File: config.mk
export PLATFORM = sky130hd
export DESIGN_NAME = clk_mode_gate
export DESIGN_NICKNAME = d
export VERILOG_FILES = /design/src/rtl/clkgate_pkg.sv /design/src/rtl/clkgate_decode.sv /design/src/rtl/clkgate_divider.sv /design/src/rtl/clkgate_lane.sv /design/src/rtl/clk_mode_gate.sv
export SDC_FILE = /design/constraint.sdc
export NUM_CORES = 1
export LEC_CHECK = 0
export ABC_CLOCK_PERIOD_IN_PS = 2300
export BUFFER_PORTS_ARGS = -buffer_cell sky130_fd_sc_hd__buf_2
export CORE_ASPECT_RATIO = 0.75
export CORE_MARGIN = 4
export CORE_UTILIZATION = 50
export CTS_CLUSTER_DIAMETER = 150
export DETAILED_ROUTE_END_ITERATION = 8
export PLACE_DENSITY = 0.78
export SKIP_LAST_GASP = 1
export SLEW_MARGIN = 30
export SYNTH_ARGS = -nofsm -noshare
export SYNTH_HDL_FRONTEND = slang
export SYNTH_SLANG_ARGS = --single-unit
File: constraint.sdc
create_clock -name clk -period 2.3 [get_ports clk]
set_input_delay 0.23 -clock clk [delete_from_list [all_inputs] [get_ports clk]]
set_output_delay 0.23 -clock clk [all_outputs]
set_load 0.005 [all_outputs]
File: src/rtl/clkgate_pkg.sv
package clkgate_pkg;

    localparam int NGRP = 8;

    // group indices
    localparam int G_CPU  = 0;
    localparam int G_CPUH = 1;
    localparam int G_M66  = 2;
    localparam int G_PCI  = 3;
    localparam int G_PCIF = 4;
    localparam int G_F48  = 5;
    localparam int G_REF  = 6;
    localparam int G_APIC = 7;

    // largest divider tap used by any group, counter width derived from it
    localparam int MAX_TAP = 4;
    localparam int DIV_W   = MAX_TAP + 1;

    typedef enum logic [2:0] {
        MD_HIZ    = 3'd0,
        MD_RSVD   = 3'd1,
        MD_NORM   = 3'd2,
        MD_NORM48 = 3'd3,
        MD_TEST   = 3'd4
    } mode_e;

    typedef enum logic {
        ST_RUN    = 1'b0,
        ST_SETTLE = 1'b1
    } fsm_e;

    // counter bit feeding each group in test mode
    function automatic int div_tap(input int g);
        case (g)
            G_REF:           return 0;
            G_CPU, G_F48:    return 1;
            G_CPUH, G_M66:   return 2;
            G_PCI, G_PCIF:   return 3;
            default:         return MAX_TAP;
        endcase
    endfunction

endpackage

File: src/rtl/clkgate_decode.sv
module clkgate_decode
    import clkgate_pkg::*;
(
    input  logic [2:0] code,
    output mode_e      mode
);

    always_comb begin
        unique case (code)
            3'b000:          mode = MD_HIZ;
            3'b001, 3'b101:  mode = MD_RSVD;
            3'b100:          mode = MD_TEST;
            3'b010, 3'b110:  mode = MD_NORM;
            3'b011, 3'b111:  mode = MD_NORM48;
            default:         mode = MD_HIZ;
        endcase
    end

endmodule

File: src/rtl/clkgate_divider.sv
module clkgate_divider #(
    parameter int W = 5
) (
    input  logic         clk,
    input  logic         rst_n,
    input  logic         clear,
    output logic [W-1:0] cnt
);

    always_ff @(posedge clk or negedge rst_n) begin
        if (!rst_n)
            cnt <= '0;
        else if (clear)
            cnt <= '0;
        else
            cnt <= cnt + 1'b1;
    end

endmodule

File: src/rtl/clkgate_lane.sv
module clkgate_lane (
    input  logic clk,
    input  logic rst_n,
    input  logic src,     // selected source level for this group
    input  logic want,    // requested gate state (1 = pass)
    input  logic settle,  // park low while the mode switches
    input  logic drive,   // output-enable requested by mode / power
    output logic en_q,
    output logic out_q,
    output logic oe_q
);

    always_ff @(posedge clk or negedge rst_n) begin
        if (!rst_n) begin
            en_q  <= 1'b0;
            out_q <= 1'b0;
            oe_q  <= 1'b0;
        end else begin
            // gate only moves while the source sits low
            if (!src)
                en_q <= want;
            out_q <= settle ? 1'b0 : (src & en_q);
            oe_q  <= settle ? 1'b1 : drive;
        end
    end

endmodule

File: src/rtl/clk_mode_gate.sv
module clk_mode_gate
    import clkgate_pkg::*;
#(
    parameter int SETTLE_CYC = 1
) (
    input  logic            clk,
    input  logic            rst_n,
    input  logic [2:0]      sel,
    input  logic            pwr_up,
    input  logic            cpu_hold_n,
    input  logic            pci_hold_n,
    input  logic [NGRP-1:0] grp_src,
    input  logic [1:0]      alt_src,
    output logic [NGRP-1:0] clk_out,
    output logic [NGRP-1:0] clk_oe
);

    localparam int HOLD_W = (SETTLE_CYC > 1) ? $clog2(SETTLE_CYC) : 1;

    mode_e             mode_d;
    mode_e             mode_q;
    fsm_e              state_q;
    logic              rate_q;
    logic [HOLD_W-1:0] hold_q;
    logic [DIV_W-1:0]  cnt_w;

    logic              settle_w;
    logic              hiz_run_w;
    logic [NGRP-1:0]   pass_w;
    logic [NGRP-1:0]   src_w;
    logic [NGRP-1:0]   want_w;
    logic [NGRP-1:0]   drive_w;
    logic [NGRP-1:0]   en_w;

    clkgate_decode u_dec (
        .code (sel),
        .mode (mode_d)
    );

    // state register: T_CHANGE from any state, T_DONE out of ST_SETTLE
    always_ff @(posedge clk or negedge rst_n) begin
        if (!rst_n) begin
            state_q <= ST_RUN;
            mode_q  <= MD_HIZ;
            rate_q  <= 1'b0;
            hold_q  <= '0;
        end else if (mode_d != mode_q || sel[2] != rate_q) begin
            state_q <= ST_SETTLE;
            mode_q  <= mode_d;
            rate_q  <= sel[2];
            hold_q  <= '0;
        end else begin
            unique case (state_q)
                ST_SETTLE: begin
                    if (hold_q == HOLD_W'(SETTLE_CYC - 1))
                        state_q <= ST_RUN;
                    else
                        hold_q <= hold_q + 1'b1;
                end
                ST_RUN: hold_q <= '0;
            endcase
        end
    end

    clkgate_divider #(.W(DIV_W)) u_div (
        .clk   (clk),
        .rst_n (rst_n),
        .clear (settle_w || mode_q != MD_TEST),
        .cnt   (cnt_w)
    );

    // per-group source, gate request and enable, from the stored mode
    always_comb begin
        settle_w  = (state_q == ST_SETTLE);
        hiz_run_w = !settle_w && (mode_q == MD_HIZ || mode_q == MD_RSVD);
        pass_w    = grp_src;
        if (rate_q)
            pass_w[1:0] = alt_src;
        for (int g = 0; g < NGRP; g++) begin
            logic mode_oe;
            unique case (mode_q)
                MD_TEST: begin
                    mode_oe  = 1'b1;
                    src_w[g] = cnt_w[div_tap(g)];
                end
                MD_NORM48: begin
                    mode_oe  = 1'b1;
                    src_w[g] = pass_w[g];
                end
                MD_NORM: begin
                    mode_oe  = (g != G_F48);
                    src_w[g] = (g != G_F48) && pass_w[g];
                end
                default: begin
                    mode_oe  = 1'b0;
                    src_w[g] = 1'b0;
                end
            endcase
            if (settle_w)
                src_w[g] = 1'b0;
            want_w[g]  = pwr_up
                       && !(!cpu_hold_n && (g == G_CPU || g == G_M66))
                       && !(!pci_hold_n && g == G_PCI);
            drive_w[g] = !pwr_up || mode_oe;
        end
    end

    for (genvar g = 0; g < NGRP; g++) begin : g_lane
        clkgate_lane u_lane (
            .clk    (clk),
            .rst_n  (rst_n),
            .src    (src_w[g]),
            .want   (want_w[g]),
            .settle (settle_w),
            .drive  (drive_w[g]),
            .en_q   (en_w[g]),
            .out_q  (clk_out[g]),
            .oe_q   (clk_oe[g])
        );
    end

endmodule

==> results.toml, run 1 <==
[die]
initial_core_util = 0.519
dieArea_um2 = 3610
rows = 16
die_x_um = 68.0
die_h_um = 53.0
io_pins = 34
core_area_um2 = 2600

[timing]
min_period_ps = 1610
hold_viol = 0
worstMarginPinSlew_ps = 592
fmax_mhz = 619
finClkSkew_ps = 3.98
rsz0062_at_grt = "false"
tns_ps = 0
slew_violations = 0
slew_headroom = 0.606
hold_ws_ps = 38.3
setup_viol = 0
period_share = 0.702

[finish]
layout-drive-gt1-share = 0.373
nets = 154
layout_common_cells = "buf_2, dfrtp_1, nor2_1, nand2b_1, xnor2_1"
n_antenna_cell = 0
area_delta_synth_final_pct = 8.52
mostFrequentLayoutCell = "buf_2"

[grt]
grt_max_degree = 29
grt.overflow.total = 0
grt_pass1_vias = 781
grt_pass1_wl_um = 3530
grt_use_total = 0.135
antenna_found_initial = 0

[setup_path]
cp.required_ps = 2530
worst-path-buf-inv = 0
endpoint_kind = "flip-flop"
critPathArrivalTime_ps = 1840
crit_path_cell_trace = "nor4b_4, a22oi_2, mux2_4"
crit_path_max_fanout = 7
critical-path-slowest-cell = "nor4b_4"
critical-path-top-delay-family = "simple AND/OR/NAND/NOR gates"
path_class = "reg2reg"
cpPeakStageDelay_ps = 530
cp-start-kind = "flip-flop"

[logic_synthesis]
ys_types = 33
ys_warn_count = 0
syn_avg_cell_area_um2 = 11.5
syn-cell-area_um2 = 1350
yosysSeqAreaShare = 0.519
ys_seq_elements = 28
syn-instance-count = 117
syn_nets = 136

[cts]
cts_tree = "built"
clk_pin_slew_ps = 140
clk_latency_ps = 320
htreeDepth = 1
cts_sinks = 28
cts.root.buffer_cell = "clkbuf_4"
cts_buffer_depth = 2
cts_inserted_buffers = 3

[routing]
via_per_inst = 4.96
drt_iter0_drc = 16
drc = 0
dr_total_vias = 843
postRouteAntennaNets = 0
wirelength_um = 2240
wl_per_cell_um = 13.2
dr.pass1.iters = 4

[place]
io_buffer_count = 33
dp.final_hpwl_um = 1730
gp_congestion = 0.850

[power]
power.density_nw_per_um2 = 568
worst_ir_drop_vdd_mv = 0.319
p_leak_nw = 0.683

[outcome]
status = "complete, no violations"

[job]
cap_violations = 0

[worst_hold_path]
worstHoldPathType = "in2reg"
==> flip-flops by register name (all words and copies together) (netlist names) <==
| register | count |
|---|---|
| g_lane.u_lane.en_q | 8 |
| mode_q | 3 |
| u_div.cnt | 5 |
| rate_q | 1 |
| g_lane.u_lane.out_q | 8 |
| g_lane.u_lane.oe_q | 2 |
| settle_w | 1 |
==> area by class of cell <==
| class | instances | area, µm² |
|---|---|---|
| fillers | 239 | 1140 |
| flip-flops and latches | 28 | 701 |
| multi-input cells | 64 | 494 |
| repair buffers | 34 | 175 |
| well taps | 36 | 45.0 |
| clock buffers | 4 | 36.3 |
| inverters | 4 | 15.0 |
==> synth_stat cells (all sizes together) <==
cell type   n  area share
a221o       3       0.025
nand4bb     1      0.0083
nand2b      5       0.023
xnor2       5       0.032
xor2        2       0.013
a22oi       5       0.031
nor4b       1       0.018
mux2i       3       0.022
and2        3       0.015
and2b       1      0.0065
nand3b      2       0.011
nor2b       2      0.0093
nand3       2      0.0074
clkbuf      3      0.0083
a32oi       1      0.0065
inv         4       0.011
a21oi       2      0.0074
buf        18       0.096
ha          1      0.0093
dfrtp      28        0.52
nand2       4       0.011
nor2        9       0.025
o21ai       3       0.011
nor3        1      0.0037
nand4       1      0.0046
nor3b       3       0.029
mux2        4       0.036
==> final timing paths <==
| kind | to | cells past startpoint | from | slack, ps |
|---|---|---|---|---|
| setup / recovery | g_lane[1].u_lane.en_q | 3 | mode_q[0] | 690 |
| hold / removal | rate_q | 1 | sel[2] | 40 |
| setup reg to reg | g_lane[1].u_lane.en_q | 3 | mode_q[0] | 690 |
| hold reg to reg | g_lane[4].u_lane.out_q | 1 | g_lane[4].u_lane.en_q | 490 |
| max in group asynchronous | g_lane[1].u_lane.en_q | 2 | rst_n | 1490 |
| min in group asynchronous | g_lane[1].u_lane.out_q | 2 | rst_n | 420 |
==> routing by layer <==
layer	part of all wire	wire length, µm	vias up	GRT usage
met4	0.0076	17	0	0.0297
li1	-	-	412	-
met2	0.47	1060	24	0.208
met1	0.45	1010	403	0.180
met3	0.070	157	4	0.0510
met5	0	0	-	0
==> per-stage QoR <==
| stage | setup slack [ps] | cell area, µm² | util | instances | total power [mW] |
|---|---|---|---|---|---|
| CTS | 696 | 1470 | 0.563 | 170 | 0.843 |
| finish | 685 | 1470 | 0.563 | 170 | 0.834 |
| floorplan | 856 | 1350 | - | 117 | 0.579 |
| global route | 609 | 1470 | 0.563 | 170 | 0.877 |
| global placement | 785 | 1420 | 0.546 | 165 | 0.606 |
| detailed placement | 724 | 1420 | 0.546 | 165 | 0.609 |
==> cell families (layout without fill, tap and decap cells) <==
| logic type | after synthesis | after routing | synth area share |
|---|---|---|---|
| compound gates | 14 | 14 | 0.0815 |
| xor+xnor | 7 | 7 | 0.0454 |
| fa+ha+maj | 1 | 1 | 0.00926 |
| buf+inv | 25 | 42 | 0.116 |
| flops | 28 | 28 | 0.519 |
| mux | 7 | 7 | 0.0583 |
| simple gates | 35 | 35 | 0.171 |
==> power by group <==
group,switching (mW),internal (mW),leakage (nW)
sequential,0.0164,0.507,0.354
clock,0.137,0.0970,0.0210
combinational,0.0362,0.0399,0.308
==> worst register-to-register path, cell delays in order, from the launching register on <==
cell and delay, ps:
dfrtp_1 510, nor4b_4 530, a22oi_2 170, mux2_4 310
==> repair_timing <==
item / in CTS / in global routing
hold buffers: 1 / 0
resized for setup: 0 / 0
hold endpoints to repair: 28 / 0
buffers inserted: 0 / 0
endpoints found under the setup margin: 0 / 0
Note: power is estimated with default switching activity, not from simulation.
==> inputs of run 2 (changes only) <==
ABC_CLOCK_PERIOD_IN_PS = 1690   (was 2300)
clock period = 1.69 ns   (was 2.3 ns; I/O delays follow)
==> results.toml, run 2 (synthesized netlist as in run 1, its figures left out) <==
[place]
io_buffer_count = 33
gp_congestion = 0.838
dp.final_hpwl_um = 1790
placed_cell_area_um2 = 1430
dp.cells = 166

[finish]
fin_cells = 173
reg.largest.list = "g_lane.u_lane.en_q x8, g_lane.u_lane.out_q x8, u_div.cnt x5"
stdcell_area_um2 = 1490
layout-drive-gt1-share = 0.365
fillCellCount = 230
mostFrequentLayoutCell = "buf_2"
nets = 158
final_util = 0.573
area_delta_synth_final_pct = 10.3
layout_common_cells = "buf_2, dfrtp_1, nor2_1, nand2b_1, xnor2_1"
n_antenna_cell = 0

[setup_path]
crit_path_cell_trace = "nand4bb_1, a21oi_1, mux2_2"
cp-start-kind = "flip-flop"
startpoint = "mode_q[1]"
path_class = "reg2reg"
cp.required_ps = 1900
critical-path-top-delay-family = "flip-flops"
crit_path_max_fanout = 8
worst-path-buf-inv = 0
cpPeakStageDelay_ps = 510
critical-path-slowest-cell = "dfrtp_1"
critPathArrivalTime_ps = 1650
regToRegStartpoint = "mode_q[1]"
endpoint_kind = "flip-flop"

[timing]
min_period_ps = 1440
slew_violations = 0
hold_ws_ps = 82.9
worstMarginPinSlew_ps = 605
tns_ps = 0
setup_viol = 0
hold_viol = 0
finClkSkew_ps = 2.17
rsz0062_at_grt = "false"
period_share = 0.851
fmax_mhz = 695
slew_headroom = 0.596

[routing]
wirelength_um = 2300
drc = 0
dr.pass1.iters = 4
drt_iter0_drc = 58
via_per_inst = 4.89
wl_per_cell_um = 13.3
dr_total_vias = 846
postRouteAntennaNets = 0

[cts]
cts.root.buffer_cell = "clkbuf_4"
cts_hold_buf = 4
postCtsSetupRepairBufs = 0
cts_inserted_buffers = 3
cts_sinks = 28
cts_resized = 0
htreeDepth = 1
cts_buffer_depth = 2
clk_pin_slew_ps = 130
cts_tree = "built"
clk_latency_ps = 310

[grt]
grt_pass1_wl_um = 3590
grt_pass1_vias = 800
antenna_found_initial = 0
grt_use_total = 0.138
grt_max_degree = 29
grt.overflow.total = 0

[die]
core_area_um2 = 2600
dieArea_um2 = 3610
rows = 16
io_pins = 34
die_h_um = 53.0
initial_core_util = 0.519
die_x_um = 68.0

[job]
cap_violations = 0

[power]
power.density_nw_per_um2 = 723
worst_ir_drop_vdd_mv = 0.613
p_leak_nw = 0.694

[worst_hold_path]
worstHoldPathType = "in2reg"
hold_path_startpoint = "pci_hold_n"

[outcome]
status = "complete, no violations"
run 2: final cells by class:
cell class,count,area (µm²),share of cell area
repair buffers,38,213,0.143
clock buffers,3,22.5,0.0151
well taps,36,45.0,0.0302
inverters,4,15.0,0.0101
flip-flops and latches,28,701,0.470
multi-input cells,64,494,0.332
run 2: per-layer routing:
| layer | track usage | vias to the layer above | wire [µm] |
|---|---|---|---|
| li1 | - | 418 | - |
| met1 | 0.183 | 407 | 1080 |
| met2 | 0.219 | 21 | 1090 |
| met3 | 0.0510 | 0 | 124 |
| met4 | 0.0198 | 0 | 0 |
| met5 | 0 | - | 0 |
run 2: final timing paths:
path	end	slack (ps)	depth (start not counted)
worst max-delay path	g_lane[4].u_lane.en_q	250	3
worst min-delay path	g_lane[3].u_lane.en_q	80	3
worst max register to register	g_lane[4].u_lane.en_q	250	3
worst min register to register	g_lane[3].u_lane.out_q	510	1
max in group asynchronous	g_lane[4].u_lane.en_q	920	2
min in group asynchronous	g_lane[1].u_lane.out_q	380	2
run 2: worst reg2reg max path: stages (launching register included):
cell and delay [ps]:
dfrtp_1 510, nand4bb_1 270, a21oi_1 200, mux2_2 360
run 2: power by group:
part / internal [mW] / switching [mW]
registers: 0.690 / 0.0227
clock network: 0.0835 / 0.171
logic: 0.0590 / 0.0508
run 2: metrics by stage:
step / worst slack [ps] / power [mW]
after floorplan: 246 / 0.787
after global placement: 323 / 0.826
after detailed placement: 268 / 0.831
after CTS: 251 / 1.10
after global routing: 163 / 1.14
final: 251 / 1.08
